===== src/rtl/sysctl_pkg.sv =====
package sysctl_pkg;
  localparam int unsigned CRN_W = 4;
  localparam int unsigned CRM_W = 4;
  localparam int unsigned OP2_W = 3;

  localparam logic [CRN_W-1:0] CRN_IDENT   = 4'd0;
  localparam logic [CRN_W-1:0] CRN_CACHE   = 4'd2;
  localparam logic [CRN_W-1:0] CRN_WBUF    = 4'd3;
  localparam logic [CRN_W-1:0] CRN_REGION  = 4'd6;
  localparam logic [CRN_W-1:0] CRN_CACHEOP = 4'd7;
  localparam logic [CRN_W-1:0] CRN_TCM     = 4'd9;
  localparam logic [OP2_W-1:0] OP2_WFI     = 3'd4;

  typedef enum logic [1:0] {RD_ZERO, RD_DTCM, RD_ITCM} rd_sel_e;

  typedef struct packed {
    logic dcache;
    logic icache;
    logic wbuf;
    logic region;
    logic dtcm;
    logic itcm;
  } wr_en_t;
endpackage


===== src/rtl/sysctl_decode.sv =====
module sysctl_decode
  import sysctl_pkg::*;
#(
  parameter int unsigned N_REGION = 8
) (
  input  logic             acc_i,
  input  logic             wr_i,
  input  logic [CRN_W-1:0] crn_i,
  input  logic [CRM_W-1:0] crm_i,
  input  logic [OP2_W-1:0] op2_i,
  output wr_en_t           we_o,
  output logic             undef_o,
  output logic             bad_o,
  output logic             halt_o,
  output logic             rd_o,
  output rd_sel_e          rd_sel_o
);
  always_comb begin
    we_o     = '0;
    undef_o  = 1'b0;
    bad_o    = 1'b0;
    halt_o   = 1'b0;
    rd_o     = 1'b0;
    rd_sel_o = RD_ZERO;
    if (acc_i) begin
      if (wr_i) begin
        unique case (crn_i)
          CRN_IDENT: undef_o = 1'b1;
          CRN_CACHE: begin
            if (op2_i == 3'd0)      we_o.dcache = 1'b1;
            else if (op2_i == 3'd1) we_o.icache = 1'b1;
            else                    bad_o = 1'b1;
          end
          CRN_WBUF: begin
            if (op2_i == 3'd0) we_o.wbuf = 1'b1;
            else               bad_o = 1'b1;
          end
          CRN_REGION: begin
            if (32'(crm_i) < N_REGION) we_o.region = 1'b1;
            else                       bad_o = 1'b1;
          end
          CRN_CACHEOP: halt_o = (crm_i == '0) && (op2_i == OP2_WFI);
          CRN_TCM: begin
            if (op2_i == 3'd0)      we_o.dtcm = 1'b1;
            else if (op2_i == 3'd1) we_o.itcm = 1'b1;
            else                    bad_o = 1'b1;
          end
          default: ;
        endcase
      end else begin
        rd_o = 1'b1;
        if (crn_i == CRN_TCM) begin
          if (op2_i == 3'd0)      rd_sel_o = RD_DTCM;
          else if (op2_i == 3'd1) rd_sel_o = RD_ITCM;
          else                    bad_o = 1'b1;
        end
      end
    end
  end
endmodule


===== src/rtl/sysctl_tcm.sv =====
module sysctl_tcm #(
  parameter int unsigned DATA_W = 32,
  parameter int unsigned UNIT   = 512,
  parameter int unsigned SZ_LSB = 1,
  parameter int unsigned SZ_W   = 5
) (
  input  logic              clk_i,
  input  logic              rst_ni,
  input  logic              we_i,
  input  logic [DATA_W-1:0] wdata_i,
  output logic [DATA_W-1:0] word_o,
  output logic [DATA_W-1:0] size_o
);
  logic [DATA_W-1:0] word_q, size_q;

  // size held in its own register so reset reads zero, not UNIT
  always_ff @(posedge clk_i or negedge rst_ni) begin
    if (!rst_ni) begin
      word_q <= '0;
      size_q <= '0;
    end else if (we_i) begin
      word_q <= wdata_i;
      size_q <= DATA_W'(UNIT) << wdata_i[SZ_LSB +: SZ_W];
    end
  end

  assign word_o = word_q;
  assign size_o = size_q;


  tcm_wr_chk: assert property (@(posedge clk_i) disable iff (!rst_ni)
    we_i |=> (word_o == $past(wdata_i)));
endmodule


===== src/rtl/sysctl_regions.sv =====
module sysctl_regions #(
  parameter int unsigned DATA_W   = 32,
  parameter int unsigned N_REGION = 8,
  parameter int unsigned UNIT     = 2,
  parameter int unsigned BASE_LSB = 12,
  parameter int unsigned SZ_LSB   = 1,
  parameter int unsigned SZ_W     = 5
) (
  input  logic                        clk_i,
  input  logic                        rst_ni,
  input  logic                        we_i,
  input  logic [$clog2(N_REGION)-1:0] wr_idx_i,
  input  logic [DATA_W-1:0]           wdata_i,
  input  logic [$clog2(N_REGION)-1:0] rd_idx_i,
  output logic [DATA_W-1:0]           ctl_o,
  output logic [DATA_W-1:0]           base_o,
  output logic [DATA_W-1:0]           size_o
);
  localparam int unsigned IDX_W = $clog2(N_REGION);

  logic [DATA_W-1:0] word_q [N_REGION];

  for (genvar g = 0; g < N_REGION; g++) begin : g_rgn
    always_ff @(posedge clk_i or negedge rst_ni) begin
      if (!rst_ni)                                 word_q[g] <= '0;
      else if (we_i && (wr_idx_i == IDX_W'(g)))    word_q[g] <= wdata_i;
    end
  end

  assign ctl_o  = word_q[rd_idx_i];
  assign base_o = {ctl_o[DATA_W-1:BASE_LSB], BASE_LSB'(0)};
  assign size_o = DATA_W'(UNIT) << ctl_o[SZ_LSB +: SZ_W];


  rgn_wr_chk: assert property (@(posedge clk_i) disable iff (!rst_ni)
    (we_i && (wr_idx_i == rd_idx_i)) |=> ((ctl_o == $past(wdata_i)) || (rd_idx_i != $past(rd_idx_i))));
endmodule


===== src/rtl/sysctl_regfile.sv =====
module sysctl_regfile
  import sysctl_pkg::*;
#(
  parameter int unsigned DATA_W   = 32,
  parameter int unsigned N_REGION = 8,
  parameter int unsigned TCM_UNIT = 512,
  parameter int unsigned RGN_UNIT = 2,
  parameter int unsigned BASE_LSB = 12,
  parameter int unsigned SZ_LSB   = 1,
  parameter int unsigned SZ_W     = 5
) (
  input  logic                        clk_i,
  input  logic                        rst_ni,
  input  logic                        req_valid_i,
  output logic                        req_ready_o,
  input  logic                        req_write_i,
  input  logic [3:0]                  req_crn_i,
  input  logic [3:0]                  req_crm_i,
  input  logic [2:0]                  req_op2_i,
  input  logic [DATA_W-1:0]           req_wdata_i,
  output logic                        rd_valid_o,
  output logic [DATA_W-1:0]           rd_data_o,
  output logic                        undef_o,
  output logic                        bad_op_o,
  output logic                        halt_req_o,
  output logic [DATA_W-1:0]           dcache_ctl_o,
  output logic [DATA_W-1:0]           icache_ctl_o,
  output logic [DATA_W-1:0]           wbuf_ctl_o,
  output logic [DATA_W-1:0]           dtcm_ctl_o,
  output logic [DATA_W-1:0]           itcm_ctl_o,
  output logic [DATA_W-1:0]           dtcm_base_o,
  output logic [DATA_W-1:0]           dtcm_size_o,
  output logic [DATA_W-1:0]           itcm_size_o,
  input  logic [$clog2(N_REGION)-1:0] region_idx_i,
  output logic [DATA_W-1:0]           region_ctl_o,
  output logic [DATA_W-1:0]           region_base_o,
  output logic [DATA_W-1:0]           region_size_o
);
  localparam int unsigned IDX_W = $clog2(N_REGION);

  logic              ready_q, acc;
  wr_en_t            we;
  logic              dec_undef, dec_bad, dec_halt, dec_rd;
  rd_sel_e           rd_sel;
  logic              undef_q, bad_q, halt_q, rd_valid_q;
  logic [DATA_W-1:0] rd_data_q, dcache_q, icache_q, wbuf_q;
  logic [DATA_W-1:0] dtcm_word, itcm_word;

  assign acc = req_valid_i && ready_q;

  sysctl_decode #(.N_REGION(N_REGION)) u_decode (
    .acc_i   (acc),
    .wr_i    (req_write_i),
    .crn_i   (req_crn_i),
    .crm_i   (req_crm_i),
    .op2_i   (req_op2_i),
    .we_o    (we),
    .undef_o (dec_undef),
    .bad_o   (dec_bad),
    .halt_o  (dec_halt),
    .rd_o    (dec_rd),
    .rd_sel_o(rd_sel)
  );

  sysctl_tcm #(.DATA_W(DATA_W), .UNIT(TCM_UNIT), .SZ_LSB(SZ_LSB), .SZ_W(SZ_W)) u_dtcm (
    .clk_i  (clk_i),
    .rst_ni (rst_ni),
    .we_i   (we.dtcm),
    .wdata_i(req_wdata_i),
    .word_o (dtcm_word),
    .size_o (dtcm_size_o)
  );

  sysctl_tcm #(.DATA_W(DATA_W), .UNIT(TCM_UNIT), .SZ_LSB(SZ_LSB), .SZ_W(SZ_W)) u_itcm (
    .clk_i  (clk_i),
    .rst_ni (rst_ni),
    .we_i   (we.itcm),
    .wdata_i(req_wdata_i),
    .word_o (itcm_word),
    .size_o (itcm_size_o)
  );

  sysctl_regions #(
    .DATA_W(DATA_W), .N_REGION(N_REGION), .UNIT(RGN_UNIT),
    .BASE_LSB(BASE_LSB), .SZ_LSB(SZ_LSB), .SZ_W(SZ_W)
  ) u_regions (
    .clk_i   (clk_i),
    .rst_ni  (rst_ni),
    .we_i    (we.region),
    .wr_idx_i(req_crm_i[IDX_W-1:0]),
    .wdata_i (req_wdata_i),
    .rd_idx_i(region_idx_i),
    .ctl_o   (region_ctl_o),
    .base_o  (region_base_o),
    .size_o  (region_size_o)
  );

  always_ff @(posedge clk_i or negedge rst_ni) begin
    if (!rst_ni) begin
      ready_q    <= 1'b0;
      undef_q    <= 1'b0;
      bad_q      <= 1'b0;
      halt_q     <= 1'b0;
      rd_valid_q <= 1'b0;
      rd_data_q  <= '0;
      dcache_q   <= '0;
      icache_q   <= '0;
      wbuf_q     <= '0;
    end else begin
      ready_q    <= 1'b1;
      undef_q    <= dec_undef;
      bad_q      <= dec_bad;
      halt_q     <= dec_halt;
      rd_valid_q <= dec_rd;
      if (dec_rd) begin
        unique case (rd_sel)
          RD_DTCM: rd_data_q <= dtcm_word;
          RD_ITCM: rd_data_q <= itcm_word;
          default: rd_data_q <= '0;
        endcase
      end
      if (we.dcache) dcache_q <= req_wdata_i;
      if (we.icache) icache_q <= req_wdata_i;
      if (we.wbuf)   wbuf_q   <= req_wdata_i;
    end
  end

  assign req_ready_o  = ready_q;
  assign undef_o      = undef_q;
  assign bad_op_o     = bad_q;
  assign halt_req_o   = halt_q;
  assign rd_valid_o   = rd_valid_q;
  assign rd_data_o    = rd_data_q;
  assign dcache_ctl_o = dcache_q;
  assign icache_ctl_o = icache_q;
  assign wbuf_ctl_o   = wbuf_q;
  assign dtcm_ctl_o   = dtcm_word;
  assign itcm_ctl_o   = itcm_word;
  assign dtcm_base_o  = {dtcm_word[DATA_W-1:BASE_LSB], BASE_LSB'(0)};


  undef_keep_chk: assert property (@(posedge clk_i) disable iff (!rst_ni)
    undef_o |-> ($stable(dcache_ctl_o) && $stable(icache_ctl_o) && $stable(wbuf_ctl_o)
                 && $stable(dtcm_ctl_o) && $stable(itcm_ctl_o) && $stable(dtcm_size_o)
                 && $stable(itcm_size_o)));


  itcm_base_chk: assert property (@(posedge clk_i) disable iff (!rst_ni)
    we.itcm |=> $stable(dtcm_base_o));


  rd_lat_chk: assert property (@(posedge clk_i) disable iff (!rst_ni)
    rd_valid_o |-> $past(req_valid_i && req_ready_o && !req_write_i));


  pulse_excl_chk: assert property (@(posedge clk_i) disable iff (!rst_ni)
    $onehot0({undef_o, bad_op_o, halt_req_o}));
endmodule


===== config.mk =====
export PLATFORM = sky130hd
export DESIGN_NAME = sysctl_regfile
export DESIGN_NICKNAME = d
export VERILOG_FILES = /design/src/rtl/sysctl_pkg.sv /design/src/rtl/sysctl_decode.sv /design/src/rtl/sysctl_tcm.sv /design/src/rtl/sysctl_regions.sv /design/src/rtl/sysctl_regfile.sv
export SDC_FILE = /design/constraint.sdc
export NUM_CORES = 1
export LEC_CHECK = 0
export BUFFER_PORTS_ARGS = -buffer_cell sky130_fd_sc_hd__buf_2
export CORE_MARGIN = 1
export CORE_UTILIZATION = 40
export DETAILED_ROUTE_END_ITERATION = 12
export PLACE_DENSITY = 0.71
export SYNTH_ARGS = -nofsm -noshare
export SYNTH_HDL_FRONTEND = slang
export SYNTH_SLANG_ARGS = --single-unit

===== constraint.sdc =====
create_clock -name clk_i -period 4.69 [get_ports clk_i]
set_input_delay 0.469 -clock clk_i [delete_from_list [all_inputs] [get_ports clk_i]]
set_output_delay 0.469 -clock clk_i [all_outputs]
set_load 0.005 [all_outputs]

==> Yosys cells after proc, flatten, opt, wreduce, memory -nomap -nowiden <==
Cells that the tools add are included.
{ "word_totals": {"register_bits": 517, "input_bits": 50, "out_inout_bits": 389, "wordCells": 92} }
{ "op_classes": {"magnitude_cmp": 2, "eq_ne": 16, "n_shift": 2, "muxes": 35, "bitwise_logic": 1, "n_reduce_logical": 15} }
{ "ops": {"columns": ["operator", "count"], "rows": [
  ["32-bit binary-select mux with 3-bit select", 1],
  ["32-bit two-way mux", 2],
  ["32-bit one-hot mux with 2 select lines", 1],
  ["10-bit by 5-bit << shifter with 32-bit output (first input constant)", 1],
  ["2-bit by 5-bit << shifter with 32-bit output (first input constant)", 1],
  ["1-bit two-way mux", 21],
  ["3-bit == test (second input constant)", 5],
  ["2-bit two-way mux", 7],
  ["6-bit two-way mux", 2],
  ["1-bit logical AND", 10],
  ["4-bit by 2-bit == test with 1-bit output (second input constant)", 2],
  ["4-bit by 3-bit == test with 1-bit output (second input constant)", 2],
  ["4-bit zero test", 2],
  ["3-bit by 1-bit == test with 1-bit output (second input constant)", 2],
  ["3-bit by 2-bit == test with 1-bit output (second input constant)", 2],
  ["3-bit zero test", 2],
  ["4-bit == test (second input constant)", 1],
  ["4-bit >= comparator (second input constant)", 1],
  ["4-bit < comparator (second input constant)", 1],
  ["3-bit inverter with 4-bit output", 1],
  ["1-bit one-hot mux with 3 select lines", 1],
  ["2-bit by 1-bit == test with 1-bit output (second input constant)", 1],
  ["2-bit == test (second input constant)", 1],
  ["2-bit OR reduction", 1]
]} }

==> Depth between registers and ports, before layout <==
{ "depth": {"ltp_word": 8, "mapped_depth": 9, "mapped_depth_nobuf": 8} }

==> Modules after synthesis <==
A second synthesis with hierarchy kept.
{ "hier_totals": {"cells_unflattened": 1551, "hier_area_um2": 22477.8} }
{ "by_module_without_submodules": {"columns": ["mod", "instances", "cells_per_inst", "area_per_inst_um2", "seq_area_each_um2"], "rows": [
  ["sysctl_regions", 1, 811, 12097.9, 6406.1],
  ["sysctl_regfile", 1, 390, 5900.7, 3328.2],
  ["sysctl_tcm", 2, 160, 2148.3, 1376.3],
  ["sysctl_decode", 1, 30, 182.7, 0.0]
]} }

==> Least setup slack after synthesis <==
OpenSTA, ideal clock, no wires.
{ "synth_path": {"path_kind": "input-to-output", "from": "input region_idx_i[0]", "to": "output region_ctl_o[13]", "arrival_time_ns": 2.118, "t_required_ns": 4.221, "path_slack_ns": 2.103, "stages": 6, "n_path_buf": 4, "cell_sequence": "buf_6 -> buf_2 -> buf_2 -> mux4_2 -> mux2_2 -> buf_4"} }
{ "synth_via": {"elab_chain_len": 4} }
{ "synth_rtl": {"columns": ["element", "line", "source"], "rows": [
  ["from (decl)", "sysctl_regfile.sv:34", "input logic [$clog2(N_REGION)-1:0] region_idx_i,"],
  ["3-bit inverter with 4-bit output (not written as such)", "sysctl_regions.sv:30", "assign ctl_o = word_q[rd_idx_i];"],
  ["32-bit binary-select mux with 3-bit select", "sysctl_regions.sv:30", null],
  ["32-bit two-way mux (not written as such) (2 in series)", "sysctl_regions.sv:30", null],
  ["to (decl)", "sysctl_regfile.sv:35", "output logic [DATA_W-1:0] region_ctl_o,"]
]} }
No other way between the ends. The select of a mux whose other input is x is not followed.

==> Worst setup path in the final report <==
{ "layout_path": {"from": "input region_idx_i[1]", "to": "output region_size_o[27]"} }
{ "layout_via": {"elab_chain_len": 5} }
{ "layout_rtl": {"columns": ["element", "line", "source"], "rows": [
  ["3-bit inverter with 4-bit output (not written as such)", "sysctl_regions.sv:30", null],
  ["32-bit binary-select mux with 3-bit select", "sysctl_regions.sv:30", null],
  ["32-bit two-way mux (not written as such) (2 in series)", "sysctl_regions.sv:30", null],
  ["2-bit by 5-bit << shifter with 32-bit output", "sysctl_regions.sv:32", "assign size_o = DATA_W'(UNIT) << ctl_o[SZ_LSB +: SZ_W];"],
  ["to (decl)", "sysctl_regfile.sv:37", "output logic [DATA_W-1:0] region_size_o"]
]} }
No other way between the ends. The select of a mux whose other input is x is not followed.

==> results.md <==
- Outcome: finished clean
- Seq/Total Area, Yosys: between 50% and 60%
- Arrival @ worst endpoint: approximately 2.8 ns
- Initial antenna violation count: 5
- CORE AREA: roughly 54000 um^2
- Fin. max-slew vios: 0
- Final core utilization: about 48%
- Vias: 13700
- CTS Buffer Depth: 3
- Routed length per instance: ~22 um
- Yosys Warn Count: 0
- Adder-Cell Fraction of Synth Area: 0.115%
- Nets@finish: roughly 1900
- Initial Utilization: ~40%
- Cell family with most CP delay: buffers and inverters
- Largest family of logic cells by synthesized area: multiplexers
- Pwr dens: about 350 nW/um^2
- Final period utilization: 69.1%
- Main area contributors after synthesis: dfrtp_1, mux2_2, mux4_2
- Critical path's slowest cell: a31oi_1
- Post-Synth XOR/XNOR Area: 0%
- Global-route wire length before repair: around 86000 um
- Vias/cell: about 5.3
- Layout fillers: 4701
- Compound-gate portion of the synthesized area: roughly 3.5%
- P_leak: ~14 nW
- Layout cells sized above 1: approximately half
- Initial DRC Count: roughly 790
- Clk_skew: 0.0195 ns
- WP buf/inv: 3
- Synth unique cells: 39
- EDFF count, synth: 0
- Grt total ovfl: 0
- Global placement routability congestion: between 0.8 and 0.9
- Hold Crit Class: primary input to flop
- HPWL after DPL: 35100 um
- Cts bufs inserted: 55
- Seq cells post-synth: between 400 and 500
- Ys flop type: dfrtp_1
- Final setup viols: 0
- Worst Tran Pin Value: roughly 1.2 ns
- Peak Freq: 0.309 GHz
- Synth Area in Simple Gates: under 10%
- # H-tree levels: 2
- Cell taking the most area after synthesis: dfrtp_1
- Async SR Flop Fraction: between 90% and 100%
- Synth top area share: between 50% and 60%
- Crit Path Category: primary input to output port
- Synth Area per Inst: ~14 um^2
- Mux cell area share after synthesis: between 20% and 30%
- Die height: ~240 um
- Max FO, Critical Path: 35
- Setup ws final: between 1 and 1.5 ns
- Chip width: 236 um
- Area of the multi-input gates: approximately 8400 um^2
- Total of max-cap violations: 0
- Port Buffers: a little under 400
- Largest net degree at the start of global routing: ~120
- CP peak stage delay: 0.55 ns
- CTS tree: done
- Critical Path Most Common Cell: buf_4
- GRT Util Overall: 20.1%
- Slew headroom: between 10% and 20%
- CTS clk-pin slew, worst paths: 0.06 ns
- ANT nets after route: 0
- Hold Violations, Final: 0
- Peak VDD IR: 0.265 mV
- Row cnt: between 80 and 90
- I/O pins: between 400 and 500
- Number of global-route vias before repair: around 14000
- DR pass1 iterations: 4
- Clock Sinks: 499
- Crit path capture type: output port
- Die area: between 50000 and 60000 um^2
- CTS root buffer: clkbuf_16
- Drc violations: 0
- Worst Path Required: between 4 and 5 ns
- DP Worst Slack: ~1.4 ns
- Worst skew pair latency: 0.60 ns
- Tmin final: 3.24 ns
- Area grow syn2layout: 18.2%
- Setup TNS: 0 ns
- Gate Count Post-Synth: 1541
- Post-CTS Setup Bufs: 0
- Crit-path cells: buf_4 > buf_4 > mux4_2 > a31oi_1 > nor2_1 > buf_2
- Synthesized area: approximately 22000 um^2
- Register Area: ~12000 um^2
- CP startpoint kind: primary input
- Routed WL: ~56000 um
- RSZ-0062 raised after global routing: false
-- sequential cells by signal (all words and copies together), names as in the netlist --
name and flops:
u_itcm.size_o 23, rd_data_o 32, icache_ctl_o 32, u_dtcm.word_o 32
bad_op_o 1, req_ready_o 1, rd_valid_o 1, u_itcm.word_o 32
halt_req_o 1, undef_o 1, dcache_ctl_o 32, u_dtcm.size_o 23
u_regions.word_q 256, wbuf_ctl_o 32
-- report_power, final --
| part | switching, mW | leakage (nW) | internal (mW) |
|---|---|---|---|
| registers | 0.0402 | 6.94 | 4.38 |
| logic | 0.283 | 5.84 | 0.159 |
| clock network | 1.73 | 0.886 | 2.55 |
| total | 2.05 | 13.7 | 7.08 |
-- layout make-up --
| type | count | share of cell area (%) |
|---|---|---|
| Inverter | 7 | 0.102 |
| Tap cell | 696 | 3.37 |
| Multi-Input combinational cell | 870 | 32.6 |
| Clock inverter | 17 | 0.684 |
| Sequential cell | 499 | 48.4 |
| Clock buffer | 80 | 6.29 |
| Timing Repair Buffer | 418 | 8.54 |
| Antenna cell | 1 | 0.00970 |
-- worst paths after layout --
check	from	depth (start not counted)	endpoint	slack (ns)
max in group asynchronous	rst_ni	3	u_dtcm.size_o[27]	2.83
setup reg to reg	req_ready_o	5	u_regions.word_q[198]	1.87
setup / recovery	region_idx_i[1]	6	region_size_o[27]	1.45
hold reg to reg	rd_data_o[0]	2	rd_data_o[0]	0.47
min in group asynchronous	rst_ni	2	icache_ctl_o[11]	0.55
hold / removal	req_crn_i[1]	2	undef_o	0.11
-- cells in the final DEF, fill, tap and decap left out, drive strengths merged, types with 2 or more instances in the layout --
cell type	count
dfrtp	499
mux2	446
buf	417
nand2	101
clkbuf	80
mux4	64
o21ai	48
conb	44
nor2	37
a22oi	32
o31ai	32
nand3	20
clkinv	12
inv	7
or3	7
nor3b	6
nor3	6
nor2b	5
a31oi	3
bufinv	3
and3	2
and4bb	2
and3b	2
nand3b	2
or2	2
mux2i	2
ha	2
clkinvlp	2
-- kinds of logic (layout without fill, tap and decap cells) --
family	count (synthesis)	count (layout)
AOI/OAI and AO/OA	118	118
adders and majority gates	2	2
buffers and inverters	214	522
DFF	499	499
muxes	512	512
other	2	45
and+or+nand+nor	194	194
-- layer usage --
| metal | track usage (%) | part of all wire [%] | vias up | wire length (um) |
|---|---|---|---|---|
| met4 | 5.80 | 2.4 | 4 | 1320 |
| met5 | 0 | 0.039 | - | 22 |
| met2 | 32.4 | 48 | 406 | 26600 |
| li1 | - | - | 6013 | - |
| met1 | 27.6 | 45 | 7184 | 25000 |
| met3 | 4.06 | 5.1 | 100 | 2850 |
-- timing repair --
action / CTS / global route
endpoints found under the hold margin: 20 / 0
hold buffers: 1 / 0
resized for setup: 0 / 0
-- cell usage after synthesis (6+ instances only) --
| cell | n |
|---|---|
| nand3_1 | 20 |
| o21ai_0 | 46 |
| buf_1 | 7 |
| buf_2 | 29 |
| dfrtp_1 | 499 |
| mux4_2 | 64 |
| o31ai_1 | 32 |
| nand2_1 | 101 |
| nor3b_1 | 6 |
| mux2_1 | 95 |
| mux2_2 | 351 |
| a22oi_1 | 32 |
| nor2_1 | 37 |
| clkbuf_1 | 86 |
| buf_4 | 83 |
-- stage by stage --
stage          power, mW  cell area [um^2]  std cells  hold slack, ns
6_report            9.13             25800       2588           0.114
5_1_grt             9.49             25800       2587          0.0990
4_1_cts             9.26             25800       2587          0.0727
3_5_place_dp        4.95             24000       2489           0.460
3_3_place_gp        4.93             24000       2489           0.459
2_1_floorplan       4.73             22000       1583           0.173
No activity file was read; power rests on OpenSTA's default activity.
